<file path="src/rtl/spi_stat_pkg.sv">
package spi_stat_pkg;
    localparam int unsigned NUM_ERR   = 6;
    localparam int unsigned NUM_GATED = 5;
    localparam int unsigned CMD_W     = 16;
    localparam int unsigned STAT_W    = 16;

    localparam int unsigned CMD_CLR_EN  = 0;
    localparam int unsigned CMD_SET_EN  = 1;
    localparam int unsigned CMD_CLR_MS  = 2;
    localparam int unsigned CMD_SET_MS  = 3;
    localparam int unsigned STAT_EN_BIT = 0;
    localparam int unsigned STAT_MS_BIT = 1;
    localparam int unsigned STAT_BSY_BIT = 13;

    localparam int unsigned ERR_CLR_BIT  [NUM_ERR] = '{8, 9, 10, 11, 4, 6};
    localparam int unsigned ERR_SET_BIT  [NUM_ERR] = '{12, 13, 14, 15, 5, 7};
    localparam int unsigned ERR_STAT_BIT [NUM_ERR] = '{8, 9, 10, 11, 12, 7};

    typedef enum logic {
        MODE_CFG = 1'b0,
        MODE_RUN = 1'b1
    } mode_e;
endpackage

</file>
<file path="src/rtl/spi_sticky_bit.sv">
module spi_sticky_bit #(
    parameter logic RST_VAL = 1'b0
) (
    input  logic clk,
    input  logic rst_n,
    input  logic hw_set,
    input  logic sw_set,
    input  logic sw_clr,
    output logic q
);
    logic q_next;

    always_comb begin
        q_next = q;
        if (hw_set)
            q_next = 1'b1;
        else if (sw_set && !sw_clr)
            q_next = 1'b1;
        else if (sw_clr && !sw_set)
            q_next = 1'b0;
    end

    always_ff @(posedge clk) begin
        if (!rst_n) q <= RST_VAL;
        else        q <= q_next;
    end

    assert_hw_set_R4: assert property (@(posedge clk) disable iff (!rst_n)
        hw_set |=> q);
    assert_evt_beats_clr_R10: assert property (@(posedge clk) disable iff (!rst_n)
        (hw_set && sw_clr) |=> q);
    assert_pair_hold_R8: assert property (@(posedge clk) disable iff (!rst_n)
        (sw_set && sw_clr && !hw_set) |=> $stable(q));
    assert_sw_clr_R7: assert property (@(posedge clk) disable iff (!rst_n)
        (sw_clr && !sw_set && !hw_set) |=> !q);
endmodule

</file>
<file path="src/rtl/spi_mode_fsm.sv">
module spi_mode_fsm
    import spi_stat_pkg::*;
(
    input  logic clk,
    input  logic rst_n,
    input  logic go_run,
    input  logic go_cfg,
    output logic run_o
);
    mode_e state_q, state_d;

    always_comb begin
        state_d = state_q;
        unique case (state_q)
            MODE_CFG: if (go_run && !go_cfg) state_d = MODE_RUN;
            MODE_RUN: if (go_cfg && !go_run) state_d = MODE_CFG;
            default:  state_d = MODE_CFG;
        endcase
    end

    always_ff @(posedge clk) begin
        if (!rst_n) state_q <= MODE_CFG;
        else        state_q <= state_d;
    end

    always_comb begin
        run_o = (state_q == MODE_RUN);
    end

    assert_enter_run_R2: assert property (@(posedge clk) disable iff (!rst_n)
        (go_run && !go_cfg) |=> run_o);
    assert_enter_cfg_R2: assert property (@(posedge clk) disable iff (!rst_n)
        (go_cfg && !go_run) |=> !run_o);
    assert_mode_hold_R8: assert property (@(posedge clk) disable iff (!rst_n)
        (go_run == go_cfg) |=> $stable(run_o));
endmodule

</file>
<file path="src/rtl/spi_stat_ctrl.sv">
module spi_stat_ctrl
    import spi_stat_pkg::*;
(
    input  logic                 clk,
    input  logic                 rst_n,
    input  logic                 cmd_we,
    input  logic [CMD_W-1:0]     cmd_data,
    input  logic [NUM_GATED-1:0] ctrl_err_en,
    input  logic [NUM_ERR-1:0]   hw_evt,
    input  logic                 busy_in,
    output logic [STAT_W-1:0]    status_o,
    output logic                 err_irq_o
);
    logic [NUM_ERR-1:0] en_vec;
    logic [NUM_ERR-1:0] hw_set;
    logic [NUM_ERR-1:0] err_q;
    logic               run_q;
    logic               ms_q;

    assign en_vec = {1'b1, ctrl_err_en};

    spi_mode_fsm i_mode (
        .clk    (clk),
        .rst_n  (rst_n),
        .go_run (cmd_we & cmd_data[CMD_SET_EN]),
        .go_cfg (cmd_we & cmd_data[CMD_CLR_EN]),
        .run_o  (run_q)
    );

    spi_sticky_bit #(.RST_VAL(1'b0)) i_master (
        .clk    (clk),
        .rst_n  (rst_n),
        .hw_set (1'b0),
        .sw_set (cmd_we & cmd_data[CMD_SET_MS]),
        .sw_clr (cmd_we & cmd_data[CMD_CLR_MS]),
        .q      (ms_q)
    );

    for (genvar i = 0; i < NUM_ERR; i++) begin : g_err
        assign hw_set[i] = hw_evt[i] & en_vec[i];

        spi_sticky_bit #(.RST_VAL(1'b0)) i_flag (
            .clk    (clk),
            .rst_n  (rst_n),
            .hw_set (hw_set[i]),
            .sw_set (cmd_we & cmd_data[ERR_SET_BIT[i]]),
            .sw_clr (cmd_we & cmd_data[ERR_CLR_BIT[i]]),
            .q      (err_q[i])
        );

        if (i < NUM_GATED) begin : g_gated
            assert_masked_evt_R5: assert property (@(posedge clk) disable iff (!rst_n)
                (hw_evt[i] && !ctrl_err_en[i] && !cmd_we) |=> $stable(err_q[i]));
        end
    end

    always_comb begin
        status_o = '0;
        status_o[STAT_EN_BIT]  = run_q;
        status_o[STAT_MS_BIT]  = ms_q;
        status_o[STAT_BSY_BIT] = busy_in;
        for (int k = 0; k < NUM_ERR; k++)
            status_o[ERR_STAT_BIT[k]] = err_q[k];
    end

    assign err_irq_o = |err_q;

    assert_clear_all_R9: assert property (@(posedge clk) disable iff (!rst_n)
        (cmd_we && cmd_data == 16'h0F50 && hw_set == '0) |=> !err_irq_o);
    assert_clear_all_keeps_mode_R9: assert property (@(posedge clk) disable iff (!rst_n)
        (cmd_we && cmd_data == 16'h0F50) |=> ($stable(run_q) && $stable(ms_q)));
    assert_irq_source_R11: assert property (@(posedge clk) disable iff (!rst_n)
        (!err_irq_o && hw_set == '0 && !cmd_we) |=> !err_irq_o);
endmodule

</file>
<file path="config.mk">
export PLATFORM = sky130hd
export DESIGN_NAME = spi_stat_ctrl
export DESIGN_NICKNAME = d
export VERILOG_FILES = /design/src/rtl/spi_stat_pkg.sv /design/src/rtl/spi_sticky_bit.sv /design/src/rtl/spi_mode_fsm.sv /design/src/rtl/spi_stat_ctrl.sv
export SDC_FILE = /design/constraint.sdc
export NUM_CORES = 1
export LEC_CHECK = 0
export BUFFER_PORTS_ARGS = -buffer_cell sky130_fd_sc_hd__buf_2
export CELL_PAD_IN_SITES_DETAIL_PLACEMENT = 2
export CELL_PAD_IN_SITES_GLOBAL_PLACEMENT = 2
export CORE_MARGIN = 3
export CORE_UTILIZATION = 17
export DETAILED_ROUTE_END_ITERATION = 8
export HOLD_SLACK_MARGIN = 0.06
export PLACE_DENSITY_LB_ADDON = 0.1
export SYNTH_ARGS = -nofsm -noshare
export SYNTH_HDL_FRONTEND = slang
export SYNTH_SLANG_ARGS = --single-unit
</file>
<file path="constraint.sdc">
create_clock -name clk -period 1.1 [get_ports clk]
set_clock_uncertainty 0.1 [all_clocks]
set_input_delay 0.11 -clock clk [delete_from_list [all_inputs] [get_ports clk]]
set_output_delay 0.11 -clock clk [all_outputs]
set_load 0.1 [all_outputs]
</file>
==> impl_metrics.env, run 1 <==
export IMPL_status="complete, but fails checks"
export IMPL_violations="setup timing"
export IMPL_rsz0062_at_grt="true"
export IMPL_initial_core_util_pct=18.1
export IMPL_coreArea_um2=3420
export IMPL_yosysWarningCount=0
export IMPL_drt_wirelength_per_cell_um=11.6
export IMPL_nets=165
export IMPL_diodes=0
export IMPL_postSynthCellCount=75
export IMPL_crit_fanout=2
export IMPL_yosysMostFrequentCell="buf_4"
export IMPL_ioPinCount=48
export IMPL_final_layout_size_suffix_gt1_share_pct=47.6
export IMPL_swShare_pct=43.5
export IMPL_overflow=0
export IMPL_fin_hold_ws_ns=0.0728
export IMPL_p_int_mw=0.713
export IMPL_viasPerCell=3.88
export IMPL_synthDistinctLibCells=18
export IMPL_crit_type="flip-flop to output pin"
export IMPL_htreeDepth=1
export IMPL_setup_viol=2
export IMPL_fin_ws_ns=-0.266
export IMPL_dr_pass1_iters=3
export IMPL_p_seq_share_pct=26.8
export IMPL_drv_cap=0
export IMPL_clock_latency_ns=0.25
export IMPL_die_width_um=66.2
export IMPL_fp_dieH_um=66.2
export IMPL_hold_class="input port to flip-flop"
export IMPL_numPortBuffers=38
export IMPL_p_leak_nw=0.581
export IMPL_grt_pass1_wl_um=3130
export IMPL_synth_ff_type="dfxtp_1"
export IMPL_total_power_mw=1.26
export IMPL_multi_input_area_um2=380
export IMPL_critPathRequiredTime_ns=0.89
export IMPL_vias=667
export IMPL_fp_dieArea_um2=4390
export IMPL_netlist_top_cells_area="dfxtp_1 26%, buf_4 19%, ha_1 12%, mux2i_1 9.7%, nand2_1 8.5%"
export IMPL_fin_setup_tns_ns=-0.275
export IMPL_grt_pass1_vias=719
export IMPL_ys_ff_latch=8
export IMPL_clkTransAtPathRegs_ns=0.06
export IMPL_drc=0
export IMPL_nFillCells=402
export IMPL_critPathArrivalTime_ns=1.16
export IMPL_hpwlAfterDp_um=1480
export IMPL_avgSynthCellArea_um2=8.22
export IMPL_clockRootBuffer="clkbuf_4"
export IMPL_cts_buffer_depth=2
export IMPL_final_seq_area_um2=174
export IMPL_drv_slew=0
export IMPL_synth_area_um2=617
export IMPL_pwr_share_clk_pct=18.0
export IMPL_synthTopCellsByCount="16 x buf_4, 14 x nand2_1, 8 x dfxtp_1"
export IMPL_power_switching_mw=0.549
export IMPL_grt_use_total_pct=9.53
export IMPL_syn2layout_area_growth_pct=91.3
export IMPL_grt_max_degree=14
export IMPL_drt_initial_drc_count=4
export IMPL_pwr_share_comb_pct=55.2
export IMPL_yosysTopAreaCell="dfxtp_1"
export IMPL_cts_tree="built"
export IMPL_cts_sinks=8
export IMPL_fmax_mhz=732
export IMPL_min_period_ns=1.37
export IMPL_synth_top_area_share_pct=26.0
export IMPL_antenna_found_initial=0
export IMPL_numCtsBuffers=3
export IMPL_fin_crit_sh_pct=124
export IMPL_crit_path_start_kind="flip-flop"
export IMPL_async_flop_share_pct=0
export IMPL_fin_util_pct=34.5
export IMPL_routed_wl_um=1990
export IMPL_ys_seq_area_share_pct=26.0
export IMPL_p_per_area_nw_per_um2=1070
export IMPL_peakVddDrop_v=0.000378
export IMPL_endpoint_kind="output pin"
export IMPL_ant_nets=0
export IMPL_place_gp_congestion=0.611
export IMPL_std_cell_rows=21
export IMPL_synth_edf_count=0
export IMPL_finalHoldViolations=0
worst max-delay path, stage by stage, from the launching register on:
cell,delay (ns)
dfxtp_2,0.33
nor4_4,0.32
nand2_4,0.09
buf_12,0.17
cell type report:
class                   count  share of cell area (%)
clock buffers               3                    1.91
inverters                   3                   0.954
multi-input cells          53                    32.2
flip-flops and latches      8                    14.7
well taps                  46                    4.88
repair buffers             59                    45.3
power groups by stage:
stage | sequential (mW) | clock [mW] | combinational (mW)
finish | 0.338 | 0.228 | 0.696
global route | 0.341 | 0.261 | 0.737
CTS | 0.338 | 0.237 | 0.696
detailed placement | 0.340 | 0 | 0.629
global placement | 0.339 | 0 | 0.622
floorplan | 0.337 | 0 | 0.482
layer usage:
layer | GRT usage [%] | vias to the layer above | part of all wire, %
met3 | 3.74 | 2 | 9.9
met4 | 3.05 | 0 | 1.0
met1 | 8.77 | 308 | 35
li1 | - | 328 | -
met5 | 0 | - | 0
met2 | 18.7 | 29 | 54
logic make-up after synthesis:
family                     share of synthesized area (%)
and+or+nand+nor                                     17.2
AOI/OAI and AO/OA                                   12.2
adders and majority gates                           12.2
buffers and inverters                               22.1
muxes                                               9.74
other                                              0.608
DFF                                                 26.0
repair_timing:
item	CTS	global route
pin swaps	1	2
hold buffers	13	0
endpoints found under the hold margin	7	0
cloned	0	0
setup buffers	1	3
endpoints found under the setup margin	5	9
resized for setup	12	9
state kept, by name, indices dropped and copies added (netlist names):
signal          cells
i_mode.run_o        1
i_master.q          1
g_err.i_flag.q      6
path summary, 6_finish.rpt:
path	startpoint	to	slack [ns]	cells past startpoint
worst max-delay path	g_err[1].i_flag.q$_SDFFE_PN0P_	err_irq_o	-0.27	3
worst min register to register	i_mode.run_o$_SDFF_PN0_	i_mode.run_o$_SDFF_PN0_	0.46	2
worst min-delay path	rst_n	g_err[5].i_flag.q$_SDFFE_PN0P_	0.07	3
worst max register to register	g_err[5].i_flag.q$_SDFFE_PN0P_	g_err[5].i_flag.q$_SDFFE_PN0P_	0.10	4
stage by stage:
| stage | cells | worst slack, ns | cell area, um^2 |
|---|---|---|---|
| 2_1_floorplan | 81 | -0.0105 | 679 |
| 4_1_cts | 172 | -0.278 | 1170 |
| 3_5_place_dp | 155 | -0.164 | 972 |
| 5_1_grt | 172 | -0.326 | 1180 |
| 3_3_place_gp | 155 | -0.153 | 972 |
| 6_report | 172 | -0.266 | 1180 |
cells in the final DEF (no fill, tap or decap), types with 2 or more instances in the layout:
cell	instances
a21boi_0	5
and2_1	5
buf_12	9
buf_2	29
buf_4	3
buf_6	5
clkbuf_4	3
conb_1	7
dfxtp_2	5
dfxtp_4	2
dlygate4sd3_1	13
ha_1	5
inv_1	3
mux2i_1	6
nand2_1	13
o21ai_0	2
Note: power is estimated with default switching activity, not from simulation.
==> inputs of run 2 (changes only) <==
--- a/config.mk
+++ b/config.mk
@@ -5,11 +5,12 @@
 export SDC_FILE = /design/constraint.sdc
 export NUM_CORES = 1
 export LEC_CHECK = 0
+export ABC_AREA = 1
 export BUFFER_PORTS_ARGS = -buffer_cell sky130_fd_sc_hd__buf_2
 export CELL_PAD_IN_SITES_DETAIL_PLACEMENT = 2
 export CELL_PAD_IN_SITES_GLOBAL_PLACEMENT = 2
 export CORE_MARGIN = 3
-export CORE_UTILIZATION = 17
+export CORE_UTILIZATION = 16
 export DETAILED_ROUTE_END_ITERATION = 8
 export HOLD_SLACK_MARGIN = 0.06
 export PLACE_DENSITY_LB_ADDON = 0.1
==> impl_metrics.env, run 2 <==
export IMPL_status="complete, but fails checks"
export IMPL_violations="setup timing"
export IMPL_hpwlAfterDp_um=1630
export IMPL_grt_pass1_wl_um=3170
export IMPL_hold_class="input port to flip-flop"
export IMPL_place_gp_congestion=0.644
export IMPL_coreArea_um2=3740
export IMPL_async_flop_share_pct=0
export IMPL_dr_pass1_iters=2
export IMPL_clock_latency_ns=0.23
export IMPL_layout_common_cells="29 x nand2_1, 28 x buf_2, 15 x inv_1"
export IMPL_multi_input_area_um2=319
export IMPL_grt_pass1_vias=739
export IMPL_fin_ws_ns=-0.0427
export IMPL_crit_type="flip-flop to output pin"
export IMPL_cts_tree="built"
export IMPL_fp_dieH_um=69.0
export IMPL_final_layout_size_suffix_gt1_share_pct=42.6
export IMPL_overflow=0
export IMPL_total_power_mw=1.35
export IMPL_crit_fanout=2
export IMPL_critPathRequiredTime_ns=0.89
export IMPL_clkTransAtPathRegs_ns=0.04
export IMPL_r2r_end="g_err[5].i_flag.q$_SDFFE_PN0P_"
export IMPL_setup_viol=1
export IMPL_finalHoldViolations=0
export IMPL_syn2layout_area_growth_pct=74.0
export IMPL_vias=716
export IMPL_critPathMaxStageDelay_ns=0.32
export IMPL_grt_use_total_pct=8.24
export IMPL_largest_reg_flops=6
export IMPL_p_per_area_nw_per_um2=1220
export IMPL_fmax_mhz=875
export IMPL_placed_cell_area_um2=973
export IMPL_hold_path_cell_count=3
export IMPL_cts_buffer_depth=2
export IMPL_synth_edf_count=0
export IMPL_ys_seq_area_share_pct=25.2
export IMPL_viasPerCell=3.79
export IMPL_ant_nets=0
export IMPL_diodes=0
export IMPL_synthDistinctLibCells=13
export IMPL_rsz0062_at_grt="true"
export IMPL_routed_wl_um=1900
export IMPL_synthTopCellsByCount="29 x nand2_1, 17 x buf_4, 16 x inv_1, 8 x dfxtp_1, 8 x nor2_1"
export IMPL_postSynthCellCount=98
export IMPL_fin_util_pct=29.5
export IMPL_avgSynthCellArea_um2=6.49
export IMPL_nFillCells=471
export IMPL_numCtsBuffers=3
export IMPL_endpoint_kind="output pin"
export IMPL_post_cts_setup_buffers=0
export IMPL_ys_ff_latch=8
export IMPL_cp_slowest_cell="dfxtp_2"
export IMPL_rr_startpoint="g_err[5].i_flag.q$_SDFFE_PN0P_"
export IMPL_drv_cap=0
export IMPL_critPathArrivalTime_ns=0.93
export IMPL_grt_max_degree=14
export IMPL_final_cells=189
export IMPL_pre_cts_ws_ns=-0.108
export IMPL_clockRootBuffer="clkbuf_8"
export IMPL_synth_area_um2=636
export IMPL_mostFrequentLayoutCell="nand2_1"
export IMPL_ioPinCount=48
export IMPL_largest_register="g_err.i_flag.q"
export IMPL_fp_dieArea_um2=4770
export IMPL_antenna_found_initial=0
export IMPL_final_seq_area_um2=168
export IMPL_min_period_ns=1.14
export IMPL_fin_crit_sh_pct=104
export IMPL_reg2reg_depth=5
export IMPL_drt_initial_drc_count=8
export IMPL_min_to="g_err[3].i_flag.q$_SDFFE_PN0P_"
export IMPL_drt_wirelength_per_cell_um=10.1
export IMPL_r2r_slack_ns=0.22
export IMPL_crit_path_start_kind="flip-flop"
export IMPL_yosysMostFrequentCell="nand2_1"
export IMPL_hp_start="ctrl_err_en[3]"
export IMPL_yosysWarningCount=0
export IMPL_drc=0
export IMPL_drv_slew=0
export IMPL_htreeDepth=1
export IMPL_dp_cells=180
export IMPL_synth_ff_type="dfxtp_1"
export IMPL_cts_sinks=8
export IMPL_fin_area_um2=1110
export IMPL_initial_core_util_pct=17.0
export IMPL_netlist_top_cells_area="dfxtp_1 25%, buf_4 20%, nand2_1 17%, ha_1 12%, inv_1 9.4%"
export IMPL_numPortBuffers=38
export IMPL_yosysTopAreaCell="dfxtp_1"
export IMPL_nets=180
export IMPL_synth_top_area_share_pct=25.2
export IMPL_std_cell_rows=22
export IMPL_p_leak_nw=0.608
export IMPL_crit_path_cell_trace="nor2_2 > nand3_2 > buf_12"
export IMPL_peakVddDrop_v=0.000284
export IMPL_die_width_um=69.0
run 2: cell count changes in the layout (fill, tap and decap cells not counted), sizes merged, moves of 2 or more:
cell,change
a31oi,+4
inv,+13
a21boi,-5
nor2,+7
dlygate4sd3,-8
nand2,+15
nand3,+2
and2,-6
mux2i,-6
run 2: kinds of logic (layout without fill, tap and decap cells):
kind of cell | Yosys count | in the layout | synth area share, %
other cells | 1 | 7 | 0.590
buf+inv | 34 | 71 | 30.1
compound gates | 10 | 10 | 8.86
flops | 8 | 8 | 25.2
fa+ha+maj | 6 | 6 | 11.8
simple gates | 39 | 39 | 23.4
run 2: where the power goes:
group	internal, mW	switching, mW	total [mW]	leakage [nW]
logic	0.230	0.429	0.659	0.519
registers	0.318	0.0183	0.337	0.0680
clock network	0.237	0.119	0.357	0.0216
total	0.786	0.567	1.35	0.608
run 2: metal layers:
metal / track usage [%] / wire length, um / up-vias
met5: 0 / 0 / -
met4: 3.25 / 27 / 0
met3: 2.62 / 128 / 2
met2: 15.3 / 1030 / 27
met1: 8.49 / 714 / 325
li1: - / - / 362
run 2: layout make-up:
type / instances / share of cell area (%)
tap: 48 / 5.43
inverter: 17 / 6.11
sequential: 8 / 15.2
timing repair buffer: 51 / 40.7
multi-input combinational: 62 / 28.8
clock buffer: 3 / 3.73
run 2: worst max-delay path by stage:
| stage | startpoint | to | slack, ns | depth (start not counted) |
|---|---|---|---|---|
| after global routing | g_err[2].i_flag.q$_SDFFE_PN0P_ | err_irq_o | -0.09 | 3 |
| final | g_err[3].i_flag.q$_SDFFE_PN0P_ | err_irq_o | -0.04 | 3 |
| after detailed placement | cmd_we | g_err[0].i_flag.q$_SDFFE_PN0P_ | -0.11 | 6 |
| after floorplan | g_err[0].i_flag.q$_SDFFE_PN0P_ | err_irq_o | 0.007 | 2 |
| after CTS | g_err[0].i_flag.q$_SDFFE_PN0P_ | err_irq_o | -0.08 | 3 |
| after global placement | cmd_we | g_err[4].i_flag.q$_SDFFE_PN0P_ | -0.04 | 6 |
run 2: repair_timing:
action | CTS | global route
hold endpoints to repair | 4 | 0
setup endpoints to repair | 1 | 6
resized for setup | 3 | 10
hold buffers | 6 | 0
pin swaps | 1 | 2
run 2: metrics by stage:
stage               hold slack (ns)  setup TNS [ns]
floorplan                     0.148               0
global placement              0.121          -0.188
detailed placement            0.121          -0.467
CTS                          0.0603         -0.0764
global route                 0.0682         -0.0929
finish                       0.0484         -0.0427
run 2: worst max-delay path, delay by kind of cell (launching register included):
family	cells	cell delay, ns
buf+inv	1	0.18
flops	1	0.32
simple gates	2	0.21
==> inputs of run 3 (changes only) <==
--- a/config.mk
+++ b/config.mk
@@ -10,7 +10,7 @@
 export CELL_PAD_IN_SITES_DETAIL_PLACEMENT = 2
 export CELL_PAD_IN_SITES_GLOBAL_PLACEMENT = 2
 export CORE_MARGIN = 3
-export CORE_UTILIZATION = 16
+export CORE_UTILIZATION = 19
 export DETAILED_ROUTE_END_ITERATION = 8
 export HOLD_SLACK_MARGIN = 0.06
 export PLACE_DENSITY_LB_ADDON = 0.1
==> constraint.sdc (replaced) <==
create_clock -name clk -period 1.44 [get_ports clk]
set_clock_uncertainty 0.1 [all_clocks]
set_input_delay 0.144 -clock clk [delete_from_list [all_inputs] [get_ports clk]]
set_output_delay 0.144 -clock clk [all_outputs]
set_load 0.1 [all_outputs]
==> impl_metrics.env, run 3 (synthesized netlist as in run 2, its figures left out) <==
export IMPL_endpoint_kind="flip-flop"
export IMPL_cts_tree="built"
export IMPL_std_cell_rows=20
export IMPL_r2r_end="g_err[3].i_flag.q$_SDFFE_PN0P_"
export IMPL_hp_start="hw_evt[2]"
export IMPL_mostFrequentLayoutCell="buf_2"
export IMPL_pwr_share_comb_pct=48.6
export IMPL_rr_startpoint="g_err[3].i_flag.q$_SDFFE_PN0P_"
export IMPL_nets=174
export IMPL_drt_wirelength_per_cell_um=9.44
export IMPL_numPortBuffers=38
export IMPL_finalHoldViolations=0
export IMPL_initial_core_util_pct=20.3
export IMPL_final_cells=179
export IMPL_ioPinCount=48
export IMPL_coreArea_um2=3130
export IMPL_die_width_um=63.8
export IMPL_routed_wl_um=1690
export IMPL_clockRootBuffer="clkbuf_4"
export IMPL_p_int_mw=0.434
export IMPL_p_leak_nw=0.526
export IMPL_min_period_ns=1.40
export IMPL_fmax_mhz=713
export IMPL_hold_class="input port to flip-flop"
export IMPL_fp_dieH_um=63.8
export IMPL_clkTransAtPathRegs_ns=0.06
export IMPL_htreeDepth=1
export IMPL_diodes=0
export IMPL_drv_slew=0
export IMPL_p_seq_share_pct=30.1
export IMPL_crit_path_cell_trace="dlygate4sd3_1 > buf_2 > nand2_1 > dlygate4sd3_1 > a31oi_1"
export IMPL_pwr_share_clk_pct=21.3
export IMPL_fin_hold_ws_ns=0.0469
export IMPL_critPathArrivalTime_ns=1.44
export IMPL_crit_fanout=1
export IMPL_fin_crit_sh_pct=97.4
export IMPL_setup_viol=0
export IMPL_critPathRequiredTime_ns=1.48
export IMPL_nFillCells=392
export IMPL_clock_latency_ns=0.26
export IMPL_cts_buffer_depth=2
export IMPL_hpwlAfterDp_um=1450
export IMPL_min_to="g_err[2].i_flag.q$_SDFFE_PN0P_"
export IMPL_cts_sinks=8
export IMPL_dp_cells=169
export IMPL_p_per_area_nw_per_um2=948
export IMPL_largest_reg_flops=6
export IMPL_post_cts_setup_buffers=0
export IMPL_drc=0
export IMPL_fp_dieArea_um2=4080
export IMPL_cp_slowest_cell="dlygate4sd3_1"
export IMPL_status="completed"
export IMPL_grt_pass1_vias=685
export IMPL_rsz0062_at_grt="false"
export IMPL_drt_initial_drc_count=14
export IMPL_antenna_found_initial=0
export IMPL_viasPerCell=3.84
export IMPL_place_gp_congestion=0.647
export IMPL_swShare_pct=48.1
export IMPL_grt_max_degree=16
export IMPL_fin_area_um2=883
export IMPL_vias=687
export IMPL_numCtsBuffers=3
export IMPL_reg2reg_depth=2
export IMPL_hold_path_cell_count=3
export IMPL_crit_type="input port to flip-flop"
export IMPL_placed_cell_area_um2=791
export IMPL_peakVddDrop_v=0.000225
export IMPL_final_layout_size_suffix_gt1_share_pct=31.1
export IMPL_crit_path_start_kind="input port"
export IMPL_grt_use_total_pct=9.12
export IMPL_fin_util_pct=28.2
export IMPL_largest_register="g_err.i_flag.q"
export IMPL_ant_nets=0
export IMPL_layout_common_cells="37 x buf_2, 29 x nand2_1, 16 x inv_1"
export IMPL_overflow=0
export IMPL_crit_top_cell="dlygate4sd3_1"
export IMPL_syn2layout_area_growth_pct=39.0
export IMPL_power_switching_mw=0.403
export IMPL_drv_cap=0
export IMPL_grt_pass1_wl_um=2960
export IMPL_critPathMaxStageDelay_ns=0.54
export IMPL_fin_setup_tns_ns=0
export IMPL_r2r_slack_ns=0.67
export IMPL_dr_pass1_iters=2
export IMPL_cts_resized=0
## run 3: cell count changes in the layout (fill, tap and decap cells not counted), sizes merged
| cell | change |
|---|---|
| buf | -7 |
| dlygate4sd3 | +2 |
| clkinvlp | -1 |
| dlymetal6s4s | -1 |
| inv | +1 |
## run 3: stage by stage
step	setup slack, ns	power, mW
3_5_place_dp	0.196	0.654
5_1_grt	0.00704	0.894
4_1_cts	0.0261	0.860
3_3_place_gp	0.226	0.650
6_report	0.0372	0.837
2_1_floorplan	0.0607	0.611
## run 3: power groups by stage
| stage | clock [mW] | combinational (mW) | sequential [mW] |
|---|---|---|---|
| finish | 0.178 | 0.407 | 0.252 |
| global route | 0.200 | 0.439 | 0.256 |
| CTS | 0.191 | 0.417 | 0.253 |
| detailed placement | 0 | 0.397 | 0.257 |
| global placement | 0 | 0.392 | 0.258 |
| floorplan | 0 | 0.358 | 0.253 |
## run 3: area by class of cell
cell class | count | area, um^2 | area share, %
Multi-Input combinational cell | 62 | 307 | 34.7
Tap cell | 44 | 55.1 | 6.23
Inverter | 17 | 63.8 | 7.22
Timing Repair Buffer | 45 | 275 | 31.2
Sequential cell | 8 | 160 | 18.1
Clock buffer | 3 | 22.5 | 2.55
## run 3: how the worst max path moves through the flow
stage / slack [ns] / endpoint / startpoint / cells after the start
after floorplan: 0.06 / err_irq_o / g_err[0].i_flag.q$_SDFFE_PN0P_ / 2
after global placement: 0.23 / g_err[4].i_flag.q$_SDFFE_PN0P_ / cmd_we / 6
after detailed placement: 0.20 / g_err[3].i_flag.q$_SDFFE_PN0P_ / cmd_we / 6
after CTS: 0.03 / g_err[4].i_flag.q$_SDFFE_PN0P_ / ctrl_err_en[4] / 5
after global routing: 0.007 / g_err[1].i_flag.q$_SDFFE_PN0P_ / ctrl_err_en[1] / 5
final: 0.04 / g_err[1].i_flag.q$_SDFFE_PN0P_ / ctrl_err_en[1] / 5
## run 3: layer usage
layer	share of wire (%)	global-route usage, %	wire (um)
met5	0	0	0
met4	0.47	2.43	8
met3	6.6	3.34	111
met2	50	15.2	848
met1	43	10.9	722
## run 3: timing repair
item / 4_1_cts / 5_1_grt
endpoints found under the hold margin: 6 / 0
hold buffers: 9 / 0
setup endpoints to repair: 0 / 2
## run 3: critical path: cells and delay by family
kind            cells  cell delay [ns]
compound gates      1             0.07
buf+inv             3             1.19
simple gates        1             0.04
